## config.mk

```make
export PLATFORM = sky130hd
export DESIGN_NAME = jtag_tap_ctrl
export DESIGN_NICKNAME = d
export VERILOG_FILES = /design/src/rtl/jtag_tap_pkg.sv /design/src/rtl/jtag_tap_rst_sync.sv /design/src/rtl/jtag_tap_fsm.sv /design/src/rtl/jtag_tap_ir.sv /design/src/rtl/jtag_tap_decode.sv /design/src/rtl/jtag_tap_dr.sv /design/src/rtl/jtag_tap_ctrl.sv
export SDC_FILE = /design/constraint.sdc
export NUM_CORES = 1
export LEC_CHECK = 0
export BUFFER_PORTS_ARGS = -buffer_cell sky130_fd_sc_hd__buf_2
export CORE_AREA = 2 2 79 62
export CTS_BUF_LIST = sky130_fd_sc_hd__clkbuf_4
export DETAILED_ROUTE_END_ITERATION = 6
export DIE_AREA = 0 0 81 64
export HOLD_SLACK_MARGIN = 0.08
export PLACE_DENSITY = 0.73
export SLEW_MARGIN = 10
export SYNTH_ARGS = -nofsm -noshare
export SYNTH_HDL_FRONTEND = slang
export SYNTH_SLANG_ARGS = --single-unit
```

## constraint.sdc

```tcl
create_clock -name tck -period 1.61 [get_ports tck]
set_input_delay 0.0805 -clock tck [delete_from_list [all_inputs] [get_ports tck]]
set_output_delay 0.0805 -clock tck [all_outputs]
set_load 0.01 [all_outputs]
```

## src/rtl/jtag_tap_pkg.sv

```systemverilog
package jtag_tap_pkg;

  typedef enum logic [3:0] {
    ST_TLR,
    ST_RTI,
    ST_SEL_DR,
    ST_CAP_DR,
    ST_SHF_DR,
    ST_EX1_DR,
    ST_PAU_DR,
    ST_EX2_DR,
    ST_UPD_DR,
    ST_SEL_IR,
    ST_CAP_IR,
    ST_SHF_IR,
    ST_EX1_IR,
    ST_PAU_IR,
    ST_EX2_IR,
    ST_UPD_IR
  } tap_state_e;

  typedef struct packed {
    logic extest;
    logic sample;
    logic idcode;
    logic bypass;
    logic hiz;
  } instr_sel_t;

endpackage

```

## src/rtl/jtag_tap_rst_sync.sv

```systemverilog
module jtag_tap_rst_sync #(
  parameter int STAGES = 2
) (
  input  logic tck,
  input  logic trst_n,
  output logic rst_n
);

  logic [STAGES-1:0] sync_q;
  logic [STAGES-1:0] sync_d;

  always_comb begin
    sync_d = {sync_q[STAGES-2:0], 1'b1};
  end

  always_ff @(posedge tck or negedge trst_n) begin
    if (!trst_n) begin
      sync_q <= '0;
    end else begin
      sync_q <= sync_d;
    end
  end

  assign rst_n = sync_q[STAGES-1];

endmodule

```

## src/rtl/jtag_tap_fsm.sv

```systemverilog
module jtag_tap_fsm
  import jtag_tap_pkg::*;
(
  input  logic       tck,
  input  logic       rst_n,
  input  logic       tms,
  output tap_state_e state
);

  tap_state_e state_q;
  tap_state_e state_d;

  always_comb begin
    state_d = state_q;
    case (state_q)
      ST_TLR:    state_d = tms ? ST_TLR    : ST_RTI;
      ST_RTI:    state_d = tms ? ST_SEL_DR : ST_RTI;
      ST_SEL_DR: state_d = tms ? ST_SEL_IR : ST_CAP_DR;
      ST_CAP_DR: state_d = tms ? ST_EX1_DR : ST_SHF_DR;
      ST_SHF_DR: state_d = tms ? ST_EX1_DR : ST_SHF_DR;
      ST_EX1_DR: state_d = tms ? ST_UPD_DR : ST_PAU_DR;
      ST_PAU_DR: state_d = tms ? ST_EX2_DR : ST_PAU_DR;
      ST_EX2_DR: state_d = tms ? ST_UPD_DR : ST_SHF_DR;
      ST_UPD_DR: state_d = tms ? ST_SEL_DR : ST_RTI;
      ST_SEL_IR: state_d = tms ? ST_TLR    : ST_CAP_IR;
      ST_CAP_IR: state_d = tms ? ST_EX1_IR : ST_SHF_IR;
      ST_SHF_IR: state_d = tms ? ST_EX1_IR : ST_SHF_IR;
      ST_EX1_IR: state_d = tms ? ST_UPD_IR : ST_PAU_IR;
      ST_PAU_IR: state_d = tms ? ST_EX2_IR : ST_PAU_IR;
      ST_EX2_IR: state_d = tms ? ST_UPD_IR : ST_SHF_IR;
      ST_UPD_IR: state_d = tms ? ST_SEL_DR : ST_RTI;
      default:   state_d = ST_TLR;
    endcase
  end

  always_ff @(posedge tck or negedge rst_n) begin
    if (!rst_n) begin
      state_q <= ST_TLR;
    end else begin
      state_q <= state_d;
    end
  end

  assign state = state_q;

endmodule

```

## src/rtl/jtag_tap_ir.sv

```systemverilog
module jtag_tap_ir
  import jtag_tap_pkg::*;
#(
  parameter int              IR_W    = 3,
  parameter logic [IR_W-1:0] DEF_OP  = 3'b001,
  parameter logic [IR_W-1:0] CAP_PAT = 3'b001
) (
  input  logic            tck,
  input  logic            rst_n,
  input  logic            tdi,
  input  tap_state_e      state,
  output logic [IR_W-1:0] ir_sr,
  output logic [IR_W-1:0] ir_op
);

  logic [IR_W-1:0] sr_q, sr_d;
  logic            sr_en;
  logic [IR_W-1:0] op_q, op_d;
  logic            op_en;

  // shift stage: rising edge, msb nearest TDI
  always_comb begin
    sr_en = 1'b0;
    sr_d  = sr_q;
    if (state == ST_CAP_IR) begin
      sr_en = 1'b1;
      sr_d  = CAP_PAT;
    end else if (state == ST_SHF_IR) begin
      sr_en = 1'b1;
      sr_d  = {tdi, sr_q[IR_W-1:1]};
    end
  end

  always_ff @(posedge tck or negedge rst_n) begin
    if (!rst_n) begin
      sr_q <= DEF_OP;
    end else if (sr_en) begin
      sr_q <= sr_d;
    end
  end

  // hold stage: falling edge
  always_comb begin
    op_en = 1'b0;
    op_d  = op_q;
    if (state == ST_TLR) begin
      op_en = 1'b1;
      op_d  = DEF_OP;
    end else if (state == ST_UPD_IR) begin
      op_en = 1'b1;
      op_d  = sr_q;
    end
  end

  always_ff @(negedge tck or negedge rst_n) begin
    if (!rst_n) begin
      op_q <= DEF_OP;
    end else if (op_en) begin
      op_q <= op_d;
    end
  end

  assign ir_sr = sr_q;
  assign ir_op = op_q;

endmodule

```

## src/rtl/jtag_tap_decode.sv

```systemverilog
module jtag_tap_decode
  import jtag_tap_pkg::*;
#(
  parameter int              IR_W      = 3,
  parameter logic [IR_W-1:0] OP_EXTEST = 3'b000,
  parameter logic [IR_W-1:0] OP_IDCODE = 3'b001,
  parameter logic [IR_W-1:0] OP_SAMPLE = 3'b100,
  parameter logic [IR_W-1:0] OP_HIGHZ  = 3'b101
) (
  input  logic [IR_W-1:0] ir_op,
  output instr_sel_t      sel
);

  always_comb begin
    sel.extest = (ir_op == OP_EXTEST);
    sel.sample = (ir_op == OP_SAMPLE);
    sel.idcode = (ir_op == OP_IDCODE);
    sel.hiz    = (ir_op == OP_HIGHZ);
    sel.bypass = !(sel.extest || sel.sample || sel.idcode);
  end

endmodule

```

## src/rtl/jtag_tap_dr.sv

```systemverilog
module jtag_tap_dr
  import jtag_tap_pkg::*;
#(
  parameter int              ID_W     = 32,
  parameter logic [ID_W-1:0] ID_VALUE = 32'h4A3C_90B7
) (
  input  logic            tck,
  input  logic            rst_n,
  input  logic            tdi,
  input  tap_state_e      state,
  input  logic            use_id,
  input  logic            use_byp,
  output logic [ID_W-1:0] id_sr,
  output logic            byp_q
);

  logic [ID_W-1:0] id_q, id_d;
  logic            id_en;
  logic            byp_d, byp_en;

  always_comb begin
    id_en = 1'b0;
    id_d  = id_q;
    if (use_id && state == ST_CAP_DR) begin
      id_en = 1'b1;
      id_d  = ID_VALUE;
    end else if (use_id && state == ST_SHF_DR) begin
      id_en = 1'b1;
      id_d  = {tdi, id_q[ID_W-1:1]};
    end
  end

  always_comb begin
    byp_en = 1'b0;
    byp_d  = byp_q;
    if (use_byp && state == ST_CAP_DR) begin
      byp_en = 1'b1;
      byp_d  = 1'b0;
    end else if (use_byp && state == ST_SHF_DR) begin
      byp_en = 1'b1;
      byp_d  = tdi;
    end
  end

  always_ff @(posedge tck or negedge rst_n) begin
    if (!rst_n) begin
      id_q <= ID_VALUE;
    end else if (id_en) begin
      id_q <= id_d;
    end
  end

  always_ff @(posedge tck or negedge rst_n) begin
    if (!rst_n) begin
      byp_q <= 1'b0;
    end else if (byp_en) begin
      byp_q <= byp_d;
    end
  end

  assign id_sr = id_q;

endmodule

```

## src/rtl/jtag_tap_ctrl.sv

```systemverilog
module jtag_tap_ctrl
  import jtag_tap_pkg::*;
#(
  parameter int              IR_W        = 3,
  parameter logic [IR_W-1:0] OP_EXTEST   = 3'b000,
  parameter logic [IR_W-1:0] OP_IDCODE   = 3'b001,
  parameter logic [IR_W-1:0] OP_SAMPLE   = 3'b100,
  parameter logic [IR_W-1:0] OP_HIGHZ    = 3'b101,
  parameter int              ID_W        = 32,
  parameter logic [ID_W-1:0] ID_VALUE    = 32'h4A3C_90B7,
  parameter int              SYNC_STAGES = 2
) (
  input  logic tck,
  input  logic trst_n,
  input  logic tms,
  input  logic tdi,
  input  logic bsr_so,
  output logic tdo,
  output logic tdo_oe,
  output logic sel_extest,
  output logic sel_sample,
  output logic sel_idcode,
  output logic sel_bypass,
  output logic force_hiz,
  output logic bsr_capture,
  output logic bsr_shift,
  output logic bsr_update
);

  localparam logic [IR_W-1:0] CAP_PAT = OP_IDCODE;

  logic            rst_n;
  tap_state_e      state;
  logic [IR_W-1:0] ir_sr;
  logic [IR_W-1:0] ir_op;
  instr_sel_t      sel;
  logic [ID_W-1:0] id_sr;
  logic            byp_q;
  logic            bsr_sel;
  logic            shifting;
  logic            tdo_d, tdo_q, oe_q;

  jtag_tap_rst_sync #(.STAGES(SYNC_STAGES)) u_rst (
    .tck    (tck),
    .trst_n (trst_n),
    .rst_n  (rst_n)
  );

  jtag_tap_fsm u_fsm (
    .tck   (tck),
    .rst_n (rst_n),
    .tms   (tms),
    .state (state)
  );

  jtag_tap_ir #(.IR_W(IR_W), .DEF_OP(OP_IDCODE), .CAP_PAT(CAP_PAT)) u_ir (
    .tck   (tck),
    .rst_n (rst_n),
    .tdi   (tdi),
    .state (state),
    .ir_sr (ir_sr),
    .ir_op (ir_op)
  );

  jtag_tap_decode #(
    .IR_W(IR_W), .OP_EXTEST(OP_EXTEST), .OP_IDCODE(OP_IDCODE),
    .OP_SAMPLE(OP_SAMPLE), .OP_HIGHZ(OP_HIGHZ)
  ) u_dec (
    .ir_op (ir_op),
    .sel   (sel)
  );

  jtag_tap_dr #(.ID_W(ID_W), .ID_VALUE(ID_VALUE)) u_dr (
    .tck     (tck),
    .rst_n   (rst_n),
    .tdi     (tdi),
    .state   (state),
    .use_id  (sel.idcode),
    .use_byp (sel.bypass),
    .id_sr   (id_sr),
    .byp_q   (byp_q)
  );

  assign bsr_sel  = sel.extest || sel.sample;
  assign shifting = (state == ST_SHF_IR) || (state == ST_SHF_DR);

  always_comb begin
    tdo_d = tdo_q;
    if (state == ST_SHF_IR) begin
      tdo_d = ir_sr[0];
    end else if (state == ST_SHF_DR) begin
      if (sel.idcode)      tdo_d = id_sr[0];
      else if (sel.bypass) tdo_d = byp_q;
      else                 tdo_d = bsr_so;
    end
  end

  always_ff @(negedge tck or negedge rst_n) begin
    if (!rst_n) begin
      tdo_q <= 1'b0;
      oe_q  <= 1'b0;
    end else begin
      oe_q <= shifting;
      if (shifting) begin
        tdo_q <= tdo_d;
      end
    end
  end

  assign tdo         = tdo_q;
  assign tdo_oe      = oe_q;
  assign sel_extest  = sel.extest;
  assign sel_sample  = sel.sample;
  assign sel_idcode  = sel.idcode;
  assign sel_bypass  = sel.bypass;
  assign force_hiz   = sel.hiz;
  assign bsr_capture = bsr_sel && (state == ST_CAP_DR);
  assign bsr_shift   = bsr_sel && (state == ST_SHF_DR);
  assign bsr_update  = bsr_sel && (state == ST_UPD_DR);

endmodule

```

==> metrics.md, run 1 <==
| Metric | Value |
|---|---|
| Status | `finished with violations` |
| Failing checks | `setup timing` |
| Synthesized Nets | `227` |
| WP data arrival | `2.68 ns` |
| Final core utilization | `67.3%` |
| Area Overhead vs Synth | `23.7%` |
| Endpoints failing hold | `0` |
| Class of the worst hold path | `reg2async` |
| Hpwl dp | `3100 um` |
| Die height | `64 um` |
| CTS clock-pin slew for the worst setup and hold paths | `0.14 ns` |
| Synth Register Bits | `47` |
| Slowest stage cell, crit path | `dfstp_2` |
| Top-area cell type share of the netlist area | `27.4%` |
| Multiplexer share of the synthesized area | `17.3%` |
| Max-cap violations | `0` |
| Top_reg_cell synth | `dfrtp_1` |
| Synth Warn # | `0` |
| CTS sink count | `47` |
| Initial antenna violation count | `0` |
| Clk pwr share | `11.1%` |
| Worst reg-to-reg setup slack | `-0.78 ns` |
| Design Power | `0.00627 W` |
| Final setup violation count | `48` |
| Critical path required time | `1.90 ns` |
| Reg2reg end | `u_dr.id_sr[5]` |
| RSZ-0062 raised after global routing | `yes` |
| Synth Area per Inst | `10.7 um^2` |
| DRC viols | `0` |
| Largest family of logic cells by synthesized area | `multiplexers` |
| Layout cells sized above 1 | `42.4%` |
| Final worst slack | `-0.782 ns` |
| Start of the worst register-to-register path | `u_ir.ir_op[0]` |
| Worst Setup SP | `u_ir.ir_op[0]` |
| Ranking of synthesized cells by area | `dfrtp_1, dfstp_2, mux2_4, mux2i_1, nand2_1` |
| Comb power frac | `54.1%` |
| Clk_lat worst skew | `0.39 ns` |
| First-pass GRT wire length | `7910 um` |
| Peak VDD IR | `0.00107 V` |
| I/O pins | `15` |
| Critical Path End Type | `flop` |
| Kind of start point of the critical path | `flop` |
| CTS tree | `built` |
| Initial drt markers | `131` |
| Crit path cell chain | `nor3b_4 > a21boi_4 > buf_4 > mux2_4` |
| FF+latch area | `1200 um^2` |
| Setup total negative slack | `-31.81 ns` |
| Seq pwr share | `34.8%` |
| # fillers | `346` |
| Cells after Synth | `222` |
| RePlAce Congestion | `0.884` |
| CP peak stage delay | `0.52 ns` |
| Initial Utilization | `54.4%` |
| Adder-Cell Fraction of Synth Area | `0%` |
| Synth Area in Compound Gates | `7.96%` |
| All-layer global routing usage | `19.8%` |
| First-pass DRT Iterations | `4` |
| Nets | `275` |
| Synthesized cell area | `2370 um^2` |
| Vias per cell | `5.23` |
| IO Port Bufs | `14` |
| Clock Root Buffer | `clkbuf_4` |
| Clock skew | `0.0632 ns` |
| EDFF count, synth | `0` |
| Crit Path Class | `reg2reg` |
| Die Area | `5180 um^2` |
| Sw Share | `35.4%` |
| Area of the multi-input gates | `1060 um^2` |
| Die X | `81 um` |
| Cell taking the most area after synthesis | `dfrtp_1` |
| Sequential-to-total area share from yosys stat | `50.5%` |
| NetSw | `0.00222 W` |
| Diodes inserted | `0` |
| Commonest cells post-synth | `nand2_1, dfrtp_1, inv_1` |
| Netlist cell types | `44` |
| Worst Path Max Fanout | `7` |
| GR Overflow Total | `0` |
| Simple-gate share of the synthesized area | `15.1%` |
| Vias in the first global route | `1699` |
| Final max-slew violation count | `0` |
| Xor/xnor cell area share of the yosys netlist | `0.369%` |
| FP Rows | `21` |
| Internal power | `0.00405 W` |
| Area of placed instances | `2700 um^2` |
| Leakage | `1.44 nW` |
| Vias | `1715` |
| Post-route design area | `2930 um^2` |
| WL final | `4530 um` |
| Fraction of registers with async set/reset | `100%` |
| Largest net degree at the start of global routing | `33` |
| Core Area | `4360 um^2` |
| Clk buf depth | `2` |
| Most frequent cell after synthesis | `nand2_1` |
| Hold_ws | `0.146 ns` |
| Average wire per standard cell | `13.8 um` |
| Max H-tree Level | `2` |
| Antenna Nets Post-Route | `0` |
| Num CTS Buffers | `5` |
| Worst r2r path cells | `4` |
| P per Cell Area | `2140 nW/um^2` |
==> cells in the final DEF (no fill, tap or decap), types with 7 or more instances in the layout <==
| master | instances |
|---|---|
| mux2_4 | 14 |
| buf_2 | 13 |
| mux2i_1 | 17 |
| buf_4 | 36 |
| nand2b_1 | 8 |
| inv_1 | 23 |
| o21ai_0 | 7 |
| dfrtp_1 | 24 |
| dfstp_2 | 17 |
| nand2_1 | 30 |
==> cell families (layout without fill, tap and decap cells) <==
family                    after synthesis  count (layout)
AOI/OAI and AO/OA                      28              28
xor gates and xnor gates                1               1
buffers and inverters                  40              89
DFF                                    47              47
muxes                                  34              34
other                                   1               1
and+or+nand+nor                        71              71
==> power groups by stage <==
| stage | logic (W) | clock network, W | registers [W] |
|---|---|---|---|
| after global routing | 0.00374 | 0.000771 | 0.00224 |
| after floorplan | 0.00238 | 0.00000777 | 0.00213 |
| after CTS | 0.00327 | 0.000721 | 0.00217 |
| after global placement | 0.00296 | 0.00000777 | 0.00218 |
| after detailed placement | 0.00305 | 0.00000777 | 0.00220 |
| final | 0.00339 | 0.000698 | 0.00218 |
==> final cells by class <==
class	instances	share of cell area [%]
Sequential cell	47	40.9
Multi-Input combinational cell	135	36.1
Timing Repair Buffer	58	15.0
Inverter	22	2.81
Tap cell	57	2.43
Clock inverter	4	1.45
Clock buffer	5	1.28
==> per-stage QoR <==
stage | setup WS (ns) | instances
after global routing | -0.825 | 328
final | -0.782 | 328
after detailed placement | -0.764 | 308
after CTS | -0.783 | 327
after floorplan | -0.918 | 222
after global placement | -0.734 | 308
==> worst max path at each step <==
stage,end,slack [ns],cells after the start
after global routing,u_dr.id_sr[31],-0.83,4
after global placement,u_dr.id_sr[31],-0.73,4
after CTS,u_dr.id_sr[5],-0.78,4
after floorplan,u_dr.id_sr[31],-0.92,4
final,u_dr.id_sr[5],-0.78,4
after detailed placement,u_dr.id_sr[19],-0.76,4
==> timing repair <==
action,4_1_cts,5_1_grt
pin swaps,4,1
hold buffers,4,0
resized for setup,5,10
setup buffers,8,1
hold endpoints to repair,5,0
cloned,0,0
endpoints found under the setup margin,48,48
==> critical path, delay by kind of cell (launching register included) <==
kind / cells / cell delay, ns
AO/OA/AOI/OAI: 1 / 0.25
buffers and inverters: 1 / 0.22
flip-flops: 1 / 0.52
multiplexers: 1 / 0.31
AND/OR/NAND/NOR: 1 / 0.18
==> per-layer routing <==
layer / wire (um) / global-route usage (%) / share of wire, % / vias up
met5: 0 / 0 / 0 / -
met4: 53 / 6.36 / 1.2 / 0
met3: 195 / 4.24 / 4.3 / 7
met2: 1940 / 28.2 / 43 / 30
met1: 2340 / 29.9 / 52 / 853
li1: - / - / - / 825
==> sequential cells by signal, summed over array words and instances, names as in the netlist <==
name          flops
tdo               1
tdo_oe            1
u_dr.byp_q        1
u_dr.id_sr       32
u_fsm.state       4
u_ir.ir_op        3
u_ir.ir_sr        3
u_rst.sync_q      2
Note: power is estimated with default switching activity, not from simulation.
==> run 2: changes to the inputs <==
Settings changed: ABC_AREA from default to 1, CORE_AREA 2 2 79 62 to 2 2 77 61, DIE_AREA 0 0 81 64 to 0 0 79 63, PLACE_DENSITY 0.73 to 0.74.
==> run 2 against run 1 <==
Total power is 13% higher. The flow still finishes with violations (setup timing). Critical endpoint is now sel_bypass. Critical path depth unchanged. Sequential power about the same. Cell count is 17% higher. Highest routed layer unchanged.
==> metrics.md, run 2 <==
| Metric | Value |
|---|---|
| I/O pins | `15 (unchanged)` |
| Class of the worst hold path | `reg2async` |
| CTS sink count | `47 (unchanged)` |
| Endpoints failing hold | `0 (unchanged)` |
| Sw Share | `42.9% (+7.5 points)` |
| Synthesized Nets | `260 (+15%)` |
| First-pass GRT wire length | `10000 um (+27%)` |
| Worst Path Max Fanout | `2 (-5)` |
| Initial drt markers | `208 (+59%)` |
| Top_reg_cell synth | `dfrtp_1` |
| Commonest non-fill, non-tap cell in the layout | `nand2_1` |
| Die Area | `4980 um^2 (-4.0%)` |
| DRC viols | `0 (unchanged)` |
| Design Power | `0.00707 W (+13%)` |
| Clk buf depth | `2 (unchanged)` |
| CP delay by family, top | `flip-flops` |
| Clock skew | `0.0782 ns (+0.0150 ns)` |
| RePlAce Congestion | `0.922 (+4.3%)` |
| Ranking of synthesized cells by area | `dfrtp_1, dfstp_2, nand2_1, o21ai_2, nor2_1` |
| Peak VDD IR | `0.000986 V (-7.6%)` |
| Crit path cell chain | `buf_6 > nor2_2 > nor2_2 > buf_2` |
| WP data arrival | `2.22 ns (-0.46 ns)` |
| Slowest stage cell, crit path | `dfstp_2` |
| WL final | `7000 um (+54%)` |
| Nets | `331 (+20%)` |
| Largest net degree at the start of global routing | `38 (+15%)` |
| Worst path bufs/invs | `2 (+1)` |
| Top-area cell type share of the netlist area | `28.4% (+1.0 points)` |
| CTS tree | `built` |
| Clock Root Buffer | `clkbuf_4` |
| Die X | `79 um (-2.5%)` |
| Die height | `63 um (-1.6%)` |
| Final setup violation count | `48 (unchanged)` |
| Initial Utilization | `53.7% (-0.66 points)` |
| Dpl ws | `-0.480 ns (+0.284 ns)` |
| P per Cell Area | `2000 nW/um^2 (-6.5%)` |
| Placed cells | `344 (+12%)` |
| Cells after Synth | `255 (+15%)` |
| Synthesized cell area | `2290 um^2 (-3.6%)` |
| EDFF count, synth | `0 (unchanged)` |
| Netlist cell types | `29 (-34%)` |
| Vias per cell | `5.66 (+8.3%)` |
| Failing checks | `setup timing` |
| Comb power frac | `61.2% (+7.1 points)` |
| Crit Path Class | `reg2out` |
| Kind of start point of the critical path | `flop` |
| Vias | `2174 (+27%)` |
| FP Rows | `21 (unchanged)` |
| Top cell by count, worst path | `nor2_2` |
| GR Overflow Total | `0 (unchanged)` |
| Final worst slack | `-0.695 ns (+0.0871 ns)` |
| Clk_lat worst skew | `0.43 ns (+0.04 ns)` |
| Critical Path End Type | `output pin` |
| Fraction of registers with async set/reset | `100% (unchanged)` |
| Max reg flops | `32 (unchanged)` |
| NetSw | `0.00303 W (+37%)` |
| Initial antenna violation count | `0 (unchanged)` |
| Layout cells sized above 1 | `59.6% (+17 points)` |
| Synth Area per Inst | `8.97 um^2 (-16%)` |
| Average wire per standard cell | `18.2 um (+32%)` |
| Synth Warn # | `0 (unchanged)` |
| Clk pwr share | `8.3% (-2.8 points)` |
| Vias in the first global route | `2087 (+23%)` |
| Commonest cells post-synth | `nand2_1, nor2_1, o21ai_2` |
| Synth Register Bits | `47 (unchanged)` |
| Status | `finished with violations` |
| Internal power | `0.00404 W (-0.17%)` |
| Sequential-to-total area share from yosys stat | `52.4% (+1.9 points)` |
| IO Port Bufs | `14 (unchanged)` |
| First-pass DRT Iterations | `5 (+1)` |
| Most frequent cells in the layout | `nand2_1, buf_4, nand2_4, o21ai_2` |
| Seq pwr share | `30.5% (-4.3 points)` |
| Hold_ws | `0.120 ns (-0.0264 ns)` |
| Num CTS Buffers | `5 (unchanged)` |
| Max-cap violations | `0 (unchanged)` |
| Most frequent cell after synthesis | `nand2_1` |
| Antenna Nets Post-Route | `0 (unchanged)` |
| Cell taking the most area after synthesis | `dfrtp_1` |
| Core Area | `4260 um^2 (-2.4%)` |
| All-layer global routing usage | `26.4% (+6.6 points)` |
| Diodes inserted | `0 (unchanged)` |
| Final max-slew violation count | `0 (unchanged)` |
| CP peak stage delay | `0.56 ns (+0.04 ns)` |
| Post-Layout Cell Count | `384 (+17%)` |
| Max H-tree Level | `2 (unchanged)` |
| RSZ-0062 raised after global routing | `yes` |
| Hpwl dp | `3020 um (-2.5%)` |
| Setup total negative slack | `-28.16 ns (+3.65 ns)` |
| Area Overhead vs Synth | `54.9%` |
| CTS clock-pin slew for the worst setup and hold paths | `0.13 ns (about the same)` |
| Critical path required time | `1.53 ns (-0.37 ns)` |
| Leakage | `1.63 nW (+14%)` |
-- run 2: changes by cell type after synthesis, sizes merged, moves of 4 or more --
| cell | change |
|---|---|
| mux2 | -17 |
| inv | -7 |
| clkbuf | -5 |
| nor2 | +28 |
| nand2b | -8 |
| nand2 | +56 |
| mux2i | -17 |
| nand3 | +4 |
| o21ai | +30 |
-- run 2: worst paths after layout --
check	end	start	cells after the start	slack (ns)
setup / recovery	sel_bypass	u_ir.ir_op[0]	4	-0.69
hold / removal	u_ir.ir_sr[2]	u_rst.sync_q[1]	0	0.12
setup reg to reg	u_dr.id_sr[25]	u_ir.ir_op[0]	7	-0.67
hold reg to reg	u_ir.ir_sr[2]	u_rst.sync_q[1]	0	0.12
max in group asynchronous	u_ir.ir_op[0]	u_rst.sync_q[1]	0	0.47
min in group tck	u_rst.sync_q[1]	u_rst.sync_q[0]	0	0.36
-- run 2: area by class of cell --
cell class | count | area (um^2)
multi-input combinational | 183 | 1330
sequential | 47 | 1200
timing repair buffer | 73 | 811
fill | 230 | 714
inverter | 15 | 76.3
tap | 57 | 71.3
clock buffer | 6 | 45.0
clock inverter | 3 | 12.5
-- run 2: through the flow --
| step | instance area, um^2 | util (%) |
|---|---|---|
| 4_1_cts | 3340 | 78.5 |
| 3_3_place_gp | 2670 | 62.8 |
| 3_5_place_dp | 2670 | 62.8 |
| 5_1_grt | 3540 | 83.2 |
| 6_report | 3540 | 83.2 |
| 2_1_floorplan | 2400 | - |
-- run 2: kinds of logic after synthesis --
family / count (synthesis) / share of synthesized area (%)
AND/OR/NAND/NOR: 134 / 25.1
AO/OA/AOI/OAI: 48 / 15.6
flip-flops: 47 / 52.4
buffers and inverters: 25 / 6.84
other: 1 / 0.164
-- run 2: timing repair --
item | CTS | global route
pin swaps | 21 | 12
gates cloned | 7 | 0
hold buffers | 4 | 0
gates resized for setup | 60 | 40
endpoints found under the setup margin | 48 | 48
buffers inserted | 18 | 5
endpoints found under the hold margin | 8 | 0
-- run 2: per-layer routing --
layer,vias to the layer above,wire length [um],track usage (%)
met4,0,361,9.27
met5,-,0,0
met2,136,3350,43.3
met1,1039,2850,35.5
met3,38,433,4.34
li1,961,-,-
-- run 2: worst register-to-register path: cells and delay by family, from the launching register on --
kind | cells | cell delay, ns
flops | 1 | 0.56
buf+inv | 4 | 0.47
simple gates | 2 | 0.18
compound gates | 1 | 0.17
-- run 2: power groups by stage --
| stage | combinational [W] | clock, W | sequential, W |
|---|---|---|---|
| 3_3_place_gp | 0.00228 | 0.00000777 | 0.00200 |
| 5_1_grt | 0.00457 | 0.000634 | 0.00219 |
| 4_1_cts | 0.00374 | 0.000556 | 0.00206 |
| 3_5_place_dp | 0.00233 | 0.00000777 | 0.00201 |
| 2_1_floorplan | 0.00183 | 0.00000777 | 0.00200 |
| 6_report | 0.00433 | 0.000587 | 0.00215 |
==> run 3: changes to the inputs <==
Settings changed: CORE_AREA 2 2 77 61 to 2 2 74 58, DIE_AREA 0 0 79 63 to 0 0 76 60, PLACE_DENSITY 0.74 to 0.87.
Clock period 1.61 ns to 2.56 ns, I/O delays scaled along.
==> run 3 against run 2 <==
The run still ends with setup timing left. Register-to-register slack improved by 0.49 ns. Global-route usage decreased by 4.4 points. Worst hold slack improved by 0.0053 ns. Core utilization decreased by 9.1 points. Critical path depth unchanged. Die area decreased by 8.4%. Sequential power decreased by 41%. Clock skew decreased by 0.015 ns. Wire length decreased by 26%. Sequential cell count unchanged. Clock-buffer cell count decreased by 1. Critical endpoint is now bsr_capture. Largest power group unchanged.
==> metrics.md, run 3 (synthesized netlist as in run 2, its figures left out) <==
| Metric | Value |
|---|---|
| CP delay by family, top | `flip-flops` |
| All-layer global routing usage | `22.0% (-4.4 points)` |
| Largest net degree at the start of global routing | `37 (-2.6%)` |
| Area Overhead vs Synth | `25.8%` |
| Peak VDD IR | `0.000688 V (-30%)` |
| Slowest stage cell, crit path | `dfstp_2` |
| Kind of start point of the critical path | `flop` |
| Crit Path Class | `reg2out` |
| Commonest non-fill, non-tap cell in the layout | `nand2_1` |
| Worst Setup SP | `u_ir.ir_op[0]` |
| Most frequent cells in the layout | `nand2_1, o21ai_2, nor2_1, dfrtp_1, dfstp_2` |
| WL final | `5210 um (-26%)` |
| Endpoints failing hold | `0 (unchanged)` |
| First-pass GRT wire length | `7820 um (-22%)` |
| Failing checks | `setup timing` |
| Status | `finished with violations` |
| Initial drt markers | `166 (-20%)` |
| Clk_lat worst skew | `0.40 ns (-0.03 ns)` |
| GR Overflow Total | `0 (unchanged)` |
| Diodes inserted | `0 (unchanged)` |
| FP Rows | `20 (-4.8%)` |
| RePlAce Congestion | `0.974 (+5.7%)` |
| Die Area | `4560 um^2 (-8.4%)` |
| Class of the worst hold path | `reg2async` |
| Dpl ws | `-0.0773 ns (+0.403 ns)` |
| Initial antenna violation count | `0 (unchanged)` |
| Layout cells sized above 1 | `40.1% (-20 points)` |
| Vias per cell | `5.41 (-4.4%)` |
| Setup total negative slack | `-6.03 ns (+22.13 ns)` |
| Clk buf depth | `2 (unchanged)` |
| Nets | `301 (-9.1%)` |
| Final setup violation count | `40 (-17%)` |
| Final worst slack | `-0.199 ns (+0.496 ns)` |
| Start of the worst register-to-register path | `u_ir.ir_op[0]` |
| Critical Path End Type | `output pin` |
| Max H-tree Level | `2 (unchanged)` |
| CP peak stage delay | `0.59 ns (+0.03 ns)` |
| Clock Root Buffer | `clkbuf_4` |
| Vias | `1905 (-12%)` |
| P per Cell Area | `1160 nW/um^2 (-42%)` |
| Antenna Nets Post-Route | `0 (unchanged)` |
| CTS sink count | `47 (unchanged)` |
| Crit path cell chain | `inv_4 > nand2_8 > nor2_2 > buf_2` |
| Core Area | `3880 um^2 (-8.9%)` |
| Num CTS Buffers | `5 (unchanged)` |
| WP data arrival | `2.63 ns (+0.41 ns)` |
| I/O pins | `15 (unchanged)` |
| Final max-slew violation count | `0 (unchanged)` |
| RSZ-0062 raised after global routing | `yes` |
| Worst path bufs/invs | `2 (unchanged)` |
| Clock skew | `0.0631 ns (-0.0151 ns)` |
| Final core utilization | `74.2% (-9.1 points)` |
| DRC viols | `0 (unchanged)` |
| Hpwl dp | `3050 um (+0.86%)` |
| Max-cap violations | `0 (unchanged)` |
| Die X | `76 um (-3.8%)` |
| Design Power | `0.00335 W (-53%)` |
| Leakage | `1.32 nW (-19%)` |
| Placed cells | `326 (-5.2%)` |
| Vias in the first global route | `1654 (-21%)` |
| Worst Path Max Fanout | `6 (+4)` |
| First-pass DRT Iterations | `4 (-1)` |
| Average wire per standard cell | `14.8 um (-19%)` |
| IO Port Bufs | `14 (unchanged)` |
| Critical path required time | `2.43 ns (+0.90 ns)` |
| Die height | `60 um (-4.8%)` |
| CTS clock-pin slew for the worst setup and hold paths | `0.14 ns (about the same)` |
| Initial Utilization | `59.0% (+5.2 points)` |
| Max reg flops | `32 (unchanged)` |
| Post-Layout Cell Count | `352 (-8.3%)` |
| CTS tree | `built` |
[run 3: worst reg2reg max path, stage by stage (launching register included)]
cell	delay, ns
dfstp_2	0.59
nand3_4	0.10
buf_4	0.16
nor2_4	0.12
buf_12	0.15
nor2_1	0.06
o21ai_1	0.16
[run 3: stage by stage]
| step | hold WS (ns) | instance area [um^2] |
|---|---|---|
| 2_1_floorplan | -0.168 | 2290 |
| 3_3_place_gp | -0.0864 | 2470 |
| 3_5_place_dp | -0.0855 | 2470 |
| 4_1_cts | 0.137 | 2660 |
| 5_1_grt | 0.165 | 2880 |
| 6_report | 0.125 | 2880 |
[run 3: what timing repair did]
item / 4_1_cts / 5_1_grt
cloned: 0 / 7
buffers inserted: 4 / 3
hold buffers: 4 / 0
endpoints found under the hold margin: 7 / 0
resized for setup: 14 / 21
pin swaps: 5 / 2
endpoints found under the setup margin: 40 / 45
[run 3: path summary, 6_finish.rpt]
check / cells past startpoint / slack [ns] / endpoint
min: 0 / 0.13 / u_dr.byp_q
min reg2reg: 0 / 0.13 / u_dr.byp_q
max in group asynchronous: 0 / 0.92 / u_ir.ir_op[0]
max reg2reg: 6 / -0.18 / u_dr.id_sr[21]
min in group tck: 0 / 0.37 / u_rst.sync_q[1]
max: 4 / -0.20 / bsr_capture
[run 3: power by group]
| group | switching, W | internal (W) |
|---|---|---|
| Combinational | 0.000928 | 0.000722 |
| Clock | 0.000241 | 0.000202 |
| Sequential | 0.000176 | 0.00108 |
| Total | 0.00135 | 0.00200 |
[run 3: final cells by class]
type	instances	area [um^2]
Clock buffer	5	37.5
Clock inverter	4	42.5
Fill cell	260	1000
Inverter	15	66.3
Multi-Input combinational cell	184	1020
Sequential cell	47	1200
Tap cell	55	68.8
Timing Repair Buffer	42	443
[run 3: metal layers]
metal	global-route usage, %	vias to the layer above	wire, um
li1	-	900	-
met4	7.53	0	80
met1	32.3	920	2420
met2	33.5	75	2400
met5	0	-	0
met3	4.08	10	318
